$ cat config.mk
export PLATFORM = sky130hd
export DESIGN_NAME = spi_frame_seq
export DESIGN_NICKNAME = d
export VERILOG_FILES = /design/src/rtl/spi_seq_pkg.sv /design/src/rtl/spi_cmd_decode.sv /design/src/rtl/spi_cs_drive.sv /design/src/rtl/spi_frame_seq.sv
export SDC_FILE = /design/constraint.sdc
export NUM_CORES = 1
export LEC_CHECK = 0
export CORE_UTILIZATION = 30
export CTS_BUF_LIST = sky130_fd_sc_hd__clkbuf_16
export DETAILED_ROUTE_END_ITERATION = 7
export GPL_ROUTABILITY_DRIVEN = 0
export PLACE_DENSITY = 0.57
export SYNTH_ARGS = -nofsm -noshare
export SYNTH_HDL_FRONTEND = slang
export SYNTH_SLANG_ARGS = --single-unit
$ cat constraint.sdc
create_clock -name clk -period 4.5 [get_ports clk]
set_input_delay 0.9 -clock clk [delete_from_list [all_inputs] [get_ports clk]]
set_output_delay 0.9 -clock clk [all_outputs]
set_load 0.1 [all_outputs]
$ cat src/rtl/spi_seq_pkg.sv
package spi_seq_pkg;
    localparam int CS_W     = 2;
    localparam int LEN_W    = 16;
    localparam int SKIP_W   = 8;
    localparam int BYTE_W   = 8;
    localparam int CMD_W    = 32;
    localparam int CS_LSB   = 30;
    localparam int DUAL_BIT = 28;
    localparam int TXO_BIT  = 27;
    localparam int SKIP_LSB = 16;
    localparam int LEN_LSB  = 0;

    typedef enum logic [1:0] {
        ST_IDLE   = 2'd0,
        ST_LOAD   = 2'd1,
        ST_SHIFT  = 2'd2,
        ST_FINISH = 2'd3
    } seq_state_e;

    typedef struct packed {
        logic [CS_W-1:0]   cs;
        logic              tx_only;
        logic              dual;
        logic [SKIP_W-1:0] skip;
        logic [LEN_W-1:0]  last;
    } seq_cmd_t;
endpackage

$ cat src/rtl/spi_cmd_decode.sv
module spi_cmd_decode
    import spi_seq_pkg::*;
(
    input  logic [CMD_W-1:0] word,
    output seq_cmd_t         cmd
);
    always_comb begin
        cmd.cs      = word[CS_LSB +: CS_W];
        cmd.tx_only = word[TXO_BIT];
        cmd.skip    = word[SKIP_LSB +: SKIP_W];
        cmd.last    = word[LEN_LSB +: LEN_W];
        // dual input only honoured together with a nonzero skip count
        cmd.dual    = word[DUAL_BIT] && (word[SKIP_LSB +: SKIP_W] != '0);
    end
endmodule

$ cat src/rtl/spi_cs_drive.sv
module spi_cs_drive #(
    parameter int SEL_W = 2,
    localparam int NCS  = 1 << SEL_W
) (
    input  logic             active,
    input  logic [SEL_W-1:0] sel,
    output logic [NCS-1:0]   cs_n
);
    for (genvar i = 0; i < NCS; i++) begin : g_line
        assign cs_n[i] = !(active && (sel == SEL_W'(i)));
    end
endmodule

$ cat src/rtl/spi_frame_seq.sv
module spi_frame_seq
    import spi_seq_pkg::*;
#(
    parameter int SINGLE_CYCLES = 8,
    parameter int DUAL_CYCLES   = 4,
    localparam int NCS          = 1 << CS_W,
    localparam int CNT_W        = $clog2(SINGLE_CYCLES)
) (
    input  logic              clk,
    input  logic              rst_n,
    input  logic              cmd_valid,
    input  logic [CMD_W-1:0]  cmd_word,
    output logic              cmd_reject,
    output logic              busy,
    output logic              done,
    output logic [NCS-1:0]    cs_n,
    input  logic              tx_empty,
    input  logic [BYTE_W-1:0] tx_data,
    output logic              tx_pop,
    output logic              link_active,
    output logic              link_dual,
    output logic [BYTE_W-1:0] link_tx_byte,
    input  logic [BYTE_W-1:0] link_rx_byte,
    output logic              link_done,
    output logic              rx_push,
    output logic [BYTE_W-1:0] rx_data
);
    seq_state_e        state, state_nx;
    seq_cmd_t          dec, cmd_q;
    logic [LEN_W-1:0]  idx_q;
    logic [CNT_W-1:0]  cnt_q;
    logic [BYTE_W-1:0] txb_q;
    logic              dual_act_q;
    logic [LEN_W-1:0]  skip_ext;
    logic              need_tx, in_read, load_go;

    spi_cmd_decode u_dec (.word(cmd_word), .cmd(dec));

    assign skip_ext = LEN_W'(cmd_q.skip);
    assign in_read  = idx_q >= skip_ext;
    assign need_tx  = (cmd_q.skip == '0) || !in_read;
    assign load_go  = !need_tx || !tx_empty;

    // state register
    always_ff @(posedge clk or negedge rst_n) begin
        if (!rst_n) state <= ST_IDLE;
        else        state <= state_nx;
    end

    // transitions
    always_comb begin
        state_nx = state;
        unique case (state)
            ST_IDLE:   if (cmd_valid) state_nx = ST_LOAD;
            ST_LOAD:   if (load_go) state_nx = ST_SHIFT;
            ST_SHIFT:  if (cnt_q == '0) state_nx = (idx_q == cmd_q.last) ? ST_FINISH : ST_LOAD;
            ST_FINISH: state_nx = ST_IDLE;
        endcase
    end

    // frame datapath
    always_ff @(posedge clk or negedge rst_n) begin
        if (!rst_n) begin
            cmd_q      <= '0;
            idx_q      <= '0;
            cnt_q      <= '0;
            txb_q      <= '0;
            dual_act_q <= 1'b0;
        end else begin
            unique case (state)
                ST_IDLE: if (cmd_valid) begin
                    cmd_q <= dec;
                    idx_q <= '0;
                end
                ST_LOAD: if (load_go) begin
                    txb_q      <= need_tx ? tx_data : '0;
                    dual_act_q <= cmd_q.dual && in_read;
                    cnt_q      <= (cmd_q.dual && in_read) ? CNT_W'(DUAL_CYCLES - 1)
                                                          : CNT_W'(SINGLE_CYCLES - 1);
                end
                ST_SHIFT: begin
                    if (cnt_q != '0)                cnt_q <= cnt_q - 1'b1;
                    else if (idx_q != cmd_q.last)   idx_q <= idx_q + 1'b1;
                end
                ST_FINISH: ;
            endcase
        end
    end

    spi_cs_drive #(.SEL_W(CS_W)) u_cs (.active(busy), .sel(cmd_q.cs), .cs_n(cs_n));

    // outputs
    always_comb begin
        busy         = (state != ST_IDLE);
        done         = (state == ST_FINISH);
        cmd_reject   = cmd_valid && busy;
        tx_pop       = (state == ST_LOAD) && need_tx && !tx_empty;
        link_active  = (state == ST_SHIFT);
        link_dual    = link_active && dual_act_q;
        link_tx_byte = txb_q;
        link_done    = link_active && (cnt_q == '0);
        rx_push      = link_done && in_read && !cmd_q.tx_only;
        rx_data      = link_rx_byte;
    end

    p_cs_onehot_r1: assert property (@(posedge clk) disable iff (!rst_n) $onehot0(~cs_n));
    p_cs_release_r1: assert property (@(posedge clk) disable iff (!rst_n) !busy |-> (&cs_n));
    p_cs_steady_r1: assert property (@(posedge clk) disable iff (!rst_n)
        (busy && $past(busy)) |-> $stable(cs_n));
    p_done_after_xchg_r2: assert property (@(posedge clk) disable iff (!rst_n)
        done |-> $past(link_done));
    p_done_idle_r2: assert property (@(posedge clk) disable iff (!rst_n) done |=> !busy);
    p_skip_r3: assert property (@(posedge clk) disable iff (!rst_n) rx_push |-> (idx_q >= skip_ext));
    p_dual_skip_r4: assert property (@(posedge clk) disable iff (!rst_n) link_dual |-> (cmd_q.skip != '0));
    p_txonly_r5: assert property (@(posedge clk) disable iff (!rst_n) rx_push |-> !cmd_q.tx_only);
    p_pop_nonempty_r7: assert property (@(posedge clk) disable iff (!rst_n) tx_pop |-> !tx_empty);
    p_reject_r8: assert property (@(posedge clk) disable iff (!rst_n) cmd_reject |=> busy);
    p_txbyte_stable_r9: assert property (@(posedge clk) disable iff (!rst_n)
        (link_active && $past(link_active) && !$past(link_done)) |-> $stable(link_tx_byte));
endmodule

==> results of run 1 <==
## worst register-to-register path, cell delays in order (launching register included)
cell                      delay (ns)
sky130_fd_sc_hd__dfrtp_1        0.55
sky130_fd_sc_hd__ha_1           0.33
sky130_fd_sc_hd__nand4_1        0.08
sky130_fd_sc_hd__o21ai_0        0.07
sky130_fd_sc_hd__and3_1         0.19
sky130_fd_sc_hd__o31ai_1        0.62
sky130_fd_sc_hd__nand2_1        0.16
sky130_fd_sc_hd__o311a_1        0.36
## power groups by stage
stage	sequential, mW	clock [mW]	combinational, mW
2_1_floorplan	1.03	0	0.788
3_3_place_gp	0.824	0	1.27
3_5_place_dp	0.831	0	1.29
4_1_cts	0.823	0.726	1.29
5_1_grt	0.846	0.744	1.39
6_report	0.822	0.707	1.27
## logic make-up (layout without fill, tap and decap cells)
group           after synthesis  count (layout)  synth area share
xor+xnor                     16              16            0.0437
mux                           4               4            0.0144
simple gates                173             173             0.257
flops                        58              58             0.453
buf+inv                      43              98            0.0687
fa+ha+maj                    11              11            0.0430
compound gates               66              66             0.120
## per-stage QoR
| stage | cells | power [mW] | worst slack, ns | hold WS, ns | util |
|---|---|---|---|---|---|
| 3_5_place_dp | 547 | 2.12 | 1.06 | 0.464 | 0.372 |
| 4_1_cts | 562 | 2.84 | 0.958 | 0.477 | 0.402 |
| 5_1_grt | 562 | 2.98 | 0.791 | 0.500 | 0.402 |
| 3_3_place_gp | 547 | 2.09 | 1.07 | 0.460 | 0.372 |
| 2_1_floorplan | 371 | 1.81 | 0.353 | 0.440 | - |
| 6_report | 562 | 2.80 | 0.930 | 0.475 | 0.402 |
## synth_stat cells (2+ instances only)
cell type | instances | area (sq um)
sky130_fd_sc_hd__o21ai_0 | 19 | 95.1
sky130_fd_sc_hd__or4_1 | 6 | 45.0
sky130_fd_sc_hd__o211ai_1 | 5 | 37.5
sky130_fd_sc_hd__clkbuf_1 | 9 | 33.8
sky130_fd_sc_hd__buf_1 | 2 | 7.51
sky130_fd_sc_hd__a21oi_1 | 22 | 110
sky130_fd_sc_hd__and3_1 | 7 | 43.8
sky130_fd_sc_hd__nand3_1 | 8 | 40.0
sky130_fd_sc_hd__buf_6 | 2 | 22.5
sky130_fd_sc_hd__nor3_1 | 4 | 20.0
sky130_fd_sc_hd__inv_1 | 16 | 60.1
sky130_fd_sc_hd__xnor2_1 | 12 | 105
sky130_fd_sc_hd__nand4_1 | 13 | 81.3
sky130_fd_sc_hd__xor2_1 | 4 | 35.0
sky130_fd_sc_hd__nor4_1 | 4 | 25.0
sky130_fd_sc_hd__inv_2 | 3 | 11.3
sky130_fd_sc_hd__nor2_1 | 13 | 48.8
sky130_fd_sc_hd__o31ai_1 | 4 | 30.0
sky130_fd_sc_hd__buf_2 | 2 | 10.0
sky130_fd_sc_hd__mux2i_1 | 2 | 20.0
sky130_fd_sc_hd__o31a_1 | 2 | 17.5
sky130_fd_sc_hd__or3_1 | 9 | 56.3
sky130_fd_sc_hd__and2_1 | 2 | 12.5
sky130_fd_sc_hd__nand2b_1 | 4 | 25.0
sky130_fd_sc_hd__o21ai_1 | 6 | 30.0
sky130_fd_sc_hd__nor2b_1 | 3 | 18.8
sky130_fd_sc_hd__ha_1 | 11 | 138
sky130_fd_sc_hd__buf_4 | 8 | 60.1
sky130_fd_sc_hd__dfrtp_1 | 58 | 1450
sky130_fd_sc_hd__nand2_1 | 96 | 360
## sequential cells by signal, indices dropped and copies added, names as in the netlist
register	count
cmd_q	28
cnt_q	3
dual_act_q	1
idx_q	16
link_tx_byte	8
state	2
## path summary, 6_finish.rpt
kind | start | endpoint | slack [ns]
hold / removal | cmd_q[25] | cmd_q[25] | 0.47
hold reg to reg | cmd_q[25] | cmd_q[25] | 0.47
max in group asynchronous | rst_n | cmd_q[3] | 3.02
setup / recovery | idx_q[3] | tx_pop | 0.93
min in group asynchronous | rst_n | link_tx_byte[3] | 0.68
setup reg to reg | idx_q[3] | cnt_q[2] | 2.02
## metal layers
layer / track usage / wire length (um) / part of all wire
met1: 0.190 / 3610 / 0.47
met2: 0.242 / 3470 / 0.45
met3: 0.0346 / 406 / 0.053
met4: 0.0724 / 205 / 0.027
met5: 0 / 0 / 0
## area by class of cell
type | count | area [sq um] | share of cell area
Clock buffer | 9 | 225 | 0.0543
Clock inverter | 6 | 82.6 | 0.0199
Inverter | 19 | 71.3 | 0.0172
Multi-Input combinational cell | 270 | 1530 | 0.370
Sequential cell | 58 | 1450 | 0.350
Tap cell | 136 | 170 | 0.0410
Timing Repair Buffer | 64 | 613 | 0.148
==> results.md, run 1 <==
| Stage | Quantity | This run |
|---|---|---|
| status | Status | complete, no violations |
| floorplanning | Die X | 105 um |
| clock network | Clock transition at the registers of the reported paths | 0.05 ns |
| route | DR WL/cell | 13.7 um |
| setup path | Kind of end point of the critical path | output pin |
| layout | # diodes | 0 |
| floorplanning | Core Footprint | 10300 sq um |
| setup path | Slowest stage cell, crit path | sky130_fd_sc_hd__o31ai_1 |
| global route | Number of antenna violations at the first check in global routing | 0 |
| power | Part of the total power dissipated in the clock network | 0.252 |
| clock network | Worst-case clock buffer depth | 2 |
| timing | Setup Skew | 0.00242 ns |
| setup path | Crit Path Category | flop to output pin |
| clock network | TritonCTS Buffers | 9 |
| route | DRC violation count after routing | 0 |
| timing | Fin. Hold Viols | 0 |
| layout | Leading cell types in the layout, fill and taps excluded | sky130_fd_sc_hd__nand2_1, sky130_fd_sc_hd__dfrtp_1, sky130_fd_sc_hd__clkdlybuf4s50_1, sky130_fd_sc_hd__a21oi_1, sky130_fd_sc_hd__o21ai_0 |
| floorplanning | Area of the die | 11100 sq um |
| global route | Pin count of the biggest net entering global routing | 39 |
| clock network | Skew-Pair Late Insertion Delay | 0.32 ns |
| clock network | Root cell of the clock tree | sky130_fd_sc_hd__clkbuf_16 |
| setup path | Data arrival time of the critical path | 2.67 ns |
| global route | Overflow after GRT | 0 |
| logic synthesis | Number of enable-type register cells in the synthesized netlist | 0 |
| layout | Design area | 4150 sq um |
| floorplanning | Number of rows created at floorplan | 37 |
| power | Static leakage power | 1.85 nW |
| logic synthesis | Share of synthesized area occupied by flip-flops and latches | 0.453 |
| setup path | Worst R2R Path Depth | 7 |
| power | Part of the total power dissipated in sequential elements | 0.293 |
| layout | Most frequent standard cell in the layout excluding fill and tap cells | sky130_fd_sc_hd__nand2_1 |
| floorplanning | Initial Util | 0.310 |
| timing | Final critical-path required period | 3.57 ns |
| power | Internal portion of total power | 1.56 mW |
| place | Post-detailed-placement half-perimeter wirelength | 5500 um |
| setup path | Sum of buffers and inverters on the critical path | 1 |
| route | Starting DRC count in detailed routing | 114 |
| timing | Count of final max-slew check failures | 0 |
| timing | Worst slew pin tran | 0.979 ns |
| setup path | Worst-path cell chain | ha_1, nand4_1, o21ai_0, and3_1, o31ai_1, and2_1, buf_4 |
| logic synthesis | Gate Count Post-Synth | 371 |
| floorplanning | Height of the die | 105 um |
| clock network | Post-CTS Setup Bufs | 0 |
| place | Placed standard-cell area | 3840 sq um |
| logic synthesis | Number of warnings reported in the yosys synthesis log | 0 |
| place | Quantity of I/O buffers inserted on ports | 59 |
| power | Switch share | 0.445 |
| route | Total Routed Length | 7690 um |
| power | Power density over cell area | 676 nW/um^2 |
| layout | Fillcell total | 1066 |
| floorplanning | Total I/O pin count | 80 |
| job | Total of max-cap violations | 0 |
| setup path | Family with the most delay on the worst path | compound AO/OA/AOI/OAI gates |
| layout | Net count, final | 485 |
| layout | Signed area change from the synthesized netlist to the final layout | 29.4% |
| logic synthesis | Synth Cell Area | 3200 sq um |
| logic synthesis | Flops & latches, synth | 58 |
| route | Per-cell via count in the routed design | 4.86 |
| worst hold path | Hold Crit Depth | 2 |
| route | Detailed-router iteration count before antenna repair | 4 |
| route | Routed vias | 2734 |
| timing | Headroom to the max-slew limit | 0.345 |
| setup path | Data required time at the worst endpoint | 3.60 ns |
| clock network | CTS HTree Levels | 3 |
| logic synthesis | Net count after synthesis | 434 |
| global route | Global-route wire length before repair | 13100 um |
| logic synthesis | Count of cell types in the netlist | 45 |
| power | Peak supply drop | 0.000410 V |
| clock network | Clock Sink Count | 58 |
| logic synthesis | Dominant register cell in the synthesized netlist | sky130_fd_sc_hd__dfrtp_1 |
| global route | GRT Total Usage | 0.150 |
| global route | Via count of the first global-routing pass | 2774 |
| clock network | Hold buffers post-CTS | 0 |
| setup path | Worst setup SP type | flop |
| setup path | Max FO, Critical Path | 8 |
| timing | Unrepaired setup endpoints after global routing | false |
| timing | Final setup violating endpoints | 0 |
| timing | Timing-limited maximum frequency | 280 MHz |
| logic synthesis | Mean instance size in the synthesized netlist | 8.64 sq um |
| setup path | Crit-path max cell delay | 0.62 ns |
| clock network | Number of gates resized after cts | 0 |
| timing | Final setup TNS | 0 ns |
| layout | Layout cell share with drive strength beyond 1 | 0.0822 |
| power | Switching component of the power | 1.25 mW |
| setup path | Critical Path Stages | 7 |
| route | Post-route antenna net violation count | 0 |
| timing | Final critical-path share of the clock period | 0.793 |
| clock network | TritonCTS clock tree | done |
| worst hold path | Path class of the lowest-slack min-delay path | flop to flop |
| logic synthesis | Fraction of registers with async set/reset | 1.00 |
| power | Logic gate share of total power | 0.455 |
(Power assumes the default switching activity.)
==> inputs of run 2 (changes only) <==
- PLACE_DENSITY: 0.57 -> 0.59
- clock period: 4.5 -> 2.9 ns (I/O delays scaled with it)
==> results.md, run 2 (synthesized netlist as in run 1, its figures left out) <==
| Stage | Quantity | This run | Delta |
|---|---|---|---|
| status | Status | complete, no violations | unchanged |
| setup path | Data required time at the worst endpoint | 2.32 ns | was 3.60 ns |
| setup path | Slowest stage cell, crit path | sky130_fd_sc_hd__dfrtp_1 | was sky130_fd_sc_hd__o31ai_1 |
| clock network | TritonCTS clock tree | done | unchanged |
| setup path | Crit Path Category | flop to output pin | unchanged |
| global route | Via count of the first global-routing pass | 2833 | was 2774 |
| setup path | Worst R2R Path Depth | 9 | was 7 |
| route | Detailed-router iteration count before antenna repair | 4 | unchanged |
| timing | Final setup TNS | 0 ns | unchanged |
| clock network | CTS HTree Levels | 3 | unchanged |
| floorplanning | Die X | 105 um | unchanged |
| worst hold path | Path class of the lowest-slack min-delay path | input port to asynchronous set/reset pin | was flop to flop |
| global route | GRT Total Usage | 0.152 | was 0.150 |
| route | Per-cell via count in the routed design | 4.88 | was 4.86 |
| clock network | Clock transition at the registers of the reported paths | 0.05 ns | about the same |
| timing | Final critical-path required period | 2.81 ns |  |
| layout | Non-Filler Instances | 573 | was 562 |
| setup path | Register-to-register setup slack | 0.58 ns | was 2.02 ns |
| global route | Global-route wire length before repair | 13200 um | was 13100 um |
| clock network | Skew-Pair Late Insertion Delay | 0.33 ns | was 0.32 ns |
| timing | Fin. Hold Viols | 0 | unchanged |
| timing | Worst slew pin tran | 0.697 ns | was 0.979 ns |
| setup path | Critical register-to-register path startpoint | cnt_q[0] | was idx_q[3] |
| floorplanning | Height of the die | 105 um | unchanged |
| setup path | Max FO, Critical Path | 6 | was 8 |
| setup path | Worst-path cell chain | ha_1, a21oi_1, o21ai_0, and3_1, o31ai_2, and2_4, buf_12 | was ha_1, nand4_1, o21ai_0, and3_1, o31ai_1, and2_1, buf_4 |
| layout | # diodes | 0 | unchanged |
| setup path | Critical R2R Capture | idx_q[11] | was cnt_q[2] |
| job | Total of max-cap violations | 0 | unchanged |
| power | Power density over cell area | 1030 nW/um^2 | was 676 nW/um^2 |
| timing | Final critical-path share of the clock period | 0.970 |  |
| layout | Signed area change from the synthesized netlist to the final layout | 33.4% | was 29.4% |
| global route | Overflow after GRT | 0 | unchanged |
| place | Quantity of I/O buffers inserted on ports | 59 | unchanged |
| floorplanning | Core Footprint | 10300 sq um | unchanged |
| route | Routed vias | 2799 | was 2734 |
| clock network | Root cell of the clock tree | sky130_fd_sc_hd__clkbuf_16 | unchanged |
| timing | Setup Skew | 0.00548 ns | was 0.00242 ns |
| timing | Final setup violating endpoints | 0 | unchanged |
| layout | Most frequent standard cell in the layout excluding fill and tap cells | sky130_fd_sc_hd__nand2_1 | unchanged |
| setup path | Sum of buffers and inverters on the critical path | 1 | unchanged |
| floorplanning | Area of the die | 11100 sq um | unchanged |
| place | Number of cells in the design after placement | 557 | was 547 |
| layout | Register bank with the most flops | cmd_q | unchanged |
| layout | Leading cell types in the layout, fill and taps excluded | sky130_fd_sc_hd__nand2_1, sky130_fd_sc_hd__dfrtp_1, sky130_fd_sc_hd__clkdlybuf4s50_1, sky130_fd_sc_hd__buf_4, sky130_fd_sc_hd__a21oi_1 | was sky130_fd_sc_hd__nand2_1, sky130_fd_sc_hd__dfrtp_1, sky130_fd_sc_hd__clkdlybuf4s50_1, sky130_fd_sc_hd__a21oi_1, sky130_fd_sc_hd__o21ai_0 |
| timing | Timing-limited maximum frequency | 355 MHz |  |
| layout | Number of flip-flops under the largest register name | 28 | unchanged |
| global route | Number of antenna violations at the first check in global routing | 0 | unchanged |
| floorplanning | Initial Util | 0.310 | unchanged |
| timing | Unrepaired setup endpoints after global routing | true | was false |
| place | Placed standard-cell area | 3950 sq um | was 3840 sq um |
| route | DRC violation count after routing | 0 | unchanged |
| power | Peak supply drop | 0.000617 V | was 0.000410 V |
| setup path | Crit-path max cell delay | 0.45 ns | was 0.62 ns |
| clock network | Clock Sink Count | 58 | unchanged |
| setup path | Data arrival time of the critical path | 2.23 ns | was 2.67 ns |
| floorplanning | Number of rows created at floorplan | 37 | unchanged |
| layout | Net count, final | 495 | was 485 |
| route | Total Routed Length | 7780 um | was 7690 um |
| route | DR WL/cell | 13.6 um | was 13.7 um |
| place | Post-detailed-placement half-perimeter wirelength | 5690 um | was 5500 um |
| layout | Layout Utilization | 0.414 | was 0.402 |
| setup path | Family with the most delay on the worst path | compound AO/OA/AOI/OAI gates | unchanged |
| route | Starting DRC count in detailed routing | 161 | was 114 |
| setup path | Worst setup SP type | flop | unchanged |
| route | Post-route antenna net violation count | 0 | unchanged |
| timing | Headroom to the max-slew limit | 0.535 | was 0.345 |
| clock network | Worst-case clock buffer depth | 2 | unchanged |
| power | Static leakage power | 1.95 nW | was 1.85 nW |
| global route | Pin count of the biggest net entering global routing | 31 | was 39 |
| clock network | Post-CTS Setup Bufs | 0 | unchanged |
| clock network | TritonCTS Buffers | 9 | unchanged |
| layout | Layout cell share with drive strength beyond 1 | 0.146 | was 0.0822 |
| timing | Count of final max-slew check failures | 0 | unchanged |
| clock network | Hold buffers post-CTS | 0 | unchanged |
| floorplanning | Total I/O pin count | 80 | unchanged |
| layout | Design area | 4270 sq um | was 4150 sq um |
| setup path | Kind of end point of the critical path | output pin | unchanged |
## run 2: changes by cell type in the layout (fill, tap and decap cells not counted), sizes merged
cell           before  now
buf                10   36
clkinvlp            1    0
clkinv              3    4
inv                19   20
clkdlybuf4s50      54   38
## run 2: timing repair
action                     CTS  global route
setup endpoints to repair    1             2
gates cloned                 0             0
gates resized for setup      1             3
pin swaps                    0             2
## run 2: stage by stage
stage	power [mW]	hold slack [ns]	setup slack (ns)
2_1_floorplan	2.82	0.284	0.0292
3_3_place_gp	3.28	0.488	0.418
3_5_place_dp	3.31	0.488	0.333
4_1_cts	4.43	0.322	0.0523
5_1_grt	4.67	0.358	-0.0279
6_report	4.39	0.298	0.0870
## run 2: final cells by class
type	instances	area, sq um
Sequential cell	58	1450
Clock inverter	7	85.1
Inverter	19	71.3
Fill cell	1036	6050
Clock buffer	9	225
Multi-Input combinational cell	270	1560
Tap cell	136	170
Timing Repair Buffer	74	711
## run 2: how the worst max path moves through the flow
| stage | startpoint | to | slack, ns | depth (start not counted) |
|---|---|---|---|---|
| 2_1_floorplan | idx_q[1] | tx_pop | 0.03 | 6 |
| 3_3_place_gp | idx_q[7] | tx_pop | 0.42 | 6 |
| 3_5_place_dp | idx_q[7] | tx_pop | 0.33 | 6 |
| 4_1_cts | idx_q[7] | tx_pop | 0.05 | 6 |
| 5_1_grt | idx_q[5] | tx_pop | -0.03 | 7 |
| 6_report | idx_q[5] | tx_pop | 0.09 | 7 |
## run 2: where the power goes
part | internal (mW) | leakage, nW | total [mW] | switching (mW)
registers | 1.09 | 0.742 | 1.27 | 0.184
clock network | 0.742 | 0.156 | 1.10 | 0.362
logic | 0.605 | 1.05 | 2.01 | 1.41
total | 2.43 | 1.95 | 4.39 | 1.95
## run 2: per-layer routing
layer | wire length (um) | up-vias | GRT usage
met5 | 0 | - | 0
met4 | 147 | 0 | 0.0805
met3 | 408 | 10 | 0.0365
met2 | 3650 | 80 | 0.248
met1 | 3580 | 1324 | 0.187
li1 | - | 1385 | -
==> inputs of run 3 (changes only) <==
- CORE_MARGIN: default -> 2
- SLEW_MARGIN: default -> 10
==> results.md, run 3 (synthesized netlist as in run 1, its figures left out) <==
| Stage | Quantity | This run | Delta |
|---|---|---|---|
| route | Top Layer Used | met4 | unchanged |
| clock network | Post-CTS Setup Bufs | 0 | unchanged |
| power | Power density over cell area | 998 nW/um^2 | was 1030 nW/um^2 |
| setup path | Max FO, Critical Path | 5 | was 6 |
| route | Routed vias | 2809 | was 2799 |
| global route | GRT Total Usage | 0.144 | was 0.152 |
| floorplanning | Core Footprint | 10400 sq um | was 10300 sq um |
| layout | Most frequent standard cell in the layout excluding fill and tap cells | sky130_fd_sc_hd__nand2_1 | unchanged |
| timing | Final setup TNS | 0 ns | unchanged |
| route | DRC violation count after routing | 0 | unchanged |
| global route | Overflow after GRT | 0 | unchanged |
| timing | Headroom to the max-slew limit | 0.540 | was 0.535 |
| layout | Number of flip-flops under the largest register name | 28 | unchanged |
| layout | Leading cell types in the layout, fill and taps excluded | sky130_fd_sc_hd__nand2_1, sky130_fd_sc_hd__dfrtp_1, sky130_fd_sc_hd__clkdlybuf4s50_1, sky130_fd_sc_hd__buf_4, sky130_fd_sc_hd__a21oi_1 | unchanged |
| clock network | Skew-Pair Late Insertion Delay | 0.32 ns | was 0.33 ns |
| timing | Final critical-path share of the clock period | 0.943 | was 0.970 |
| global route | Global-route wire length before repair | 13000 um | was 13200 um |
| timing | Timing-limited maximum frequency | 366 MHz | was 355 MHz |
| setup path | Slowest stage cell, crit path | sky130_fd_sc_hd__dfrtp_1 | unchanged |
| setup path | Sum of buffers and inverters on the critical path | 1 | unchanged |
| setup path | Worst-path cell chain | ha_1, nor2b_1, o211ai_1, a21oi_1, o31ai_2, and2_4, buf_12 | was ha_1, a21oi_1, o21ai_0, and3_1, o31ai_2, and2_4, buf_12 |
| route | Detailed-router iteration count before antenna repair | 4 | unchanged |
| layout | Signed area change from the synthesized netlist to the final layout | 30.8% | was 33.4% |
| timing | Unrepaired setup endpoints after global routing | true | unchanged |
| power | Peak supply drop | 0.000527 V | was 0.000617 V |
| layout | # diodes | 0 | unchanged |
| route | Wire length on met2 | 3740 um | was 3650 um |
| clock network | CTS HTree Levels | 3 | unchanged |
| status | Status | complete, no violations | unchanged |
| route | Starting DRC count in detailed routing | 133 | was 161 |
| timing | Setup Skew | 0.00452 ns | was 0.00548 ns |
| global route | Number of antenna violations at the first check in global routing | 0 | unchanged |
| clock network | Clock Sink Count | 58 | unchanged |
| route | Per-cell via count in the routed design | 4.93 | was 4.88 |
| floorplanning | Number of rows created at floorplan | 37 | unchanged |
| layout | Layout cell share with drive strength beyond 1 | 0.134 | was 0.146 |
| route | Met1 WL | 3430 um | was 3580 um |
| layout | Register bank with the most flops | cmd_q | unchanged |
| setup path | Crit-path max cell delay | 0.44 ns | was 0.45 ns |
| floorplanning | Height of the die | 107 um | was 105 um |
| route | Total Routed Length | 7750 um | was 7780 um |
| place | Quantity of I/O buffers inserted on ports | 59 | unchanged |
| floorplanning | Total I/O pin count | 80 | unchanged |
| worst hold path | Path class of the lowest-slack min-delay path | input port to asynchronous set/reset pin | unchanged |
| setup path | Worst setup SP type | flop | unchanged |
| timing | Count of final max-slew check failures | 0 | unchanged |
| clock network | TritonCTS Buffers | 9 | unchanged |
| clock network | Root cell of the clock tree | sky130_fd_sc_hd__clkbuf_16 | unchanged |
| floorplanning | Initial Util | 0.309 | was 0.310 |
| route | DR WL/cell | 13.6 um | about the same |
| clock network | Clock transition at the registers of the reported paths | 0.05 ns | about the same |
| route | Total length of routed met3 wires | 456 um | was 408 um |
| global route | Via count of the first global-routing pass | 2845 | was 2833 |
| setup path | Family with the most delay on the worst path | compound AO/OA/AOI/OAI gates | unchanged |
| timing | Final critical-path required period | 2.73 ns | was 2.81 ns |
| timing | Worst slew pin tran | 0.690 ns | was 0.697 ns |
| job | Total of max-cap violations | 0 | unchanged |
| power | Static leakage power | 1.92 nW | was 1.95 nW |
| floorplanning | Die X | 107 um | was 105 um |
| timing | Fin. Hold Viols | 0 | unchanged |
| clock network | Worst-case clock buffer depth | 2 | unchanged |
| setup path | Kind of end point of the critical path | output pin | unchanged |
| setup path | Data required time at the worst endpoint | 2.32 ns | about the same |
| floorplanning | Area of the die | 11500 sq um | was 11100 sq um |
| power | Total power | 4.18 mW | was 4.39 mW |
| global route | Pin count of the biggest net entering global routing | 31 | unchanged |
| place | Post-detailed-placement half-perimeter wirelength | 5670 um | was 5690 um |
| timing | Final setup violating endpoints | 0 | unchanged |
| layout | Layout Utilization | 0.404 | was 0.414 |
| timing | Worst hold slack across all endpoints | 0.302 ns | was 0.298 ns |
| layout | Net count, final | 492 | was 495 |
| route | Post-route antenna net violation count | 0 | unchanged |
| setup path | Data arrival time of the critical path | 2.15 ns | was 2.23 ns |
| setup path | Crit Path Category | flop to output pin | unchanged |
| clock network | TritonCTS clock tree | done | unchanged |
run 3: timing repair:
item | 4_1_cts | 5_1_grt
hold buffers | 0 | 0
resized for setup | 0 | 3
setup endpoints to repair | 0 | 2
run 3: power breakdown:
part / switching (mW) / total [mW] / internal (mW)
combinational: 1.42 / 2.01 / 0.594
sequential: 0.188 / 1.28 / 1.09
clock: 0.339 / 0.896 / 0.557
run 3: routing by layer:
metal	global-route usage	vias up
met5	0	-
met4	0.0522	0
met3	0.0466	11
met2	0.237	68
met1	0.176	1351
li1	-	1379
run 3: stage by stage:
stage / instances / setup slack [ns] / instance area, sq um
after floorplan: 371 / 0.0292 / 3220
after global placement: 554 / 0.434 / 3930
after detailed placement: 554 / 0.412 / 3930
after CTS: 570 / 0.0614 / 4180
after global routing: 570 / -0.0114 / 4190
final: 570 / 0.166 / 4190
run 3: cell type report:
class / count / area, sq um
Inverter: 19 / 71.3
Sequential cell: 58 / 1450
Tap cell: 136 / 170
Clock buffer: 9 / 225
Timing Repair Buffer: 71 / 688
Fill cell: 1050 / 6180
Multi-Input combinational cell: 270 / 1560
Clock inverter: 7 / 28.8
run 3: worst paths after layout:
kind / from / endpoint / slack (ns) / cells after the start
max in group asynchronous: rst_n / cmd_q[11] / 2.00 / 2
setup reg to reg: cnt_q[0] / idx_q[11] / 0.41 / 9
setup / recovery: idx_q[1] / tx_pop / 0.17 / 7
min in group clk: cmd_q[24] / cmd_q[24] / 0.50 / 2
hold reg to reg: cmd_q[24] / cmd_q[24] / 0.50 / 2
hold / removal: rst_n / cmd_q[19] / 0.30 / 1
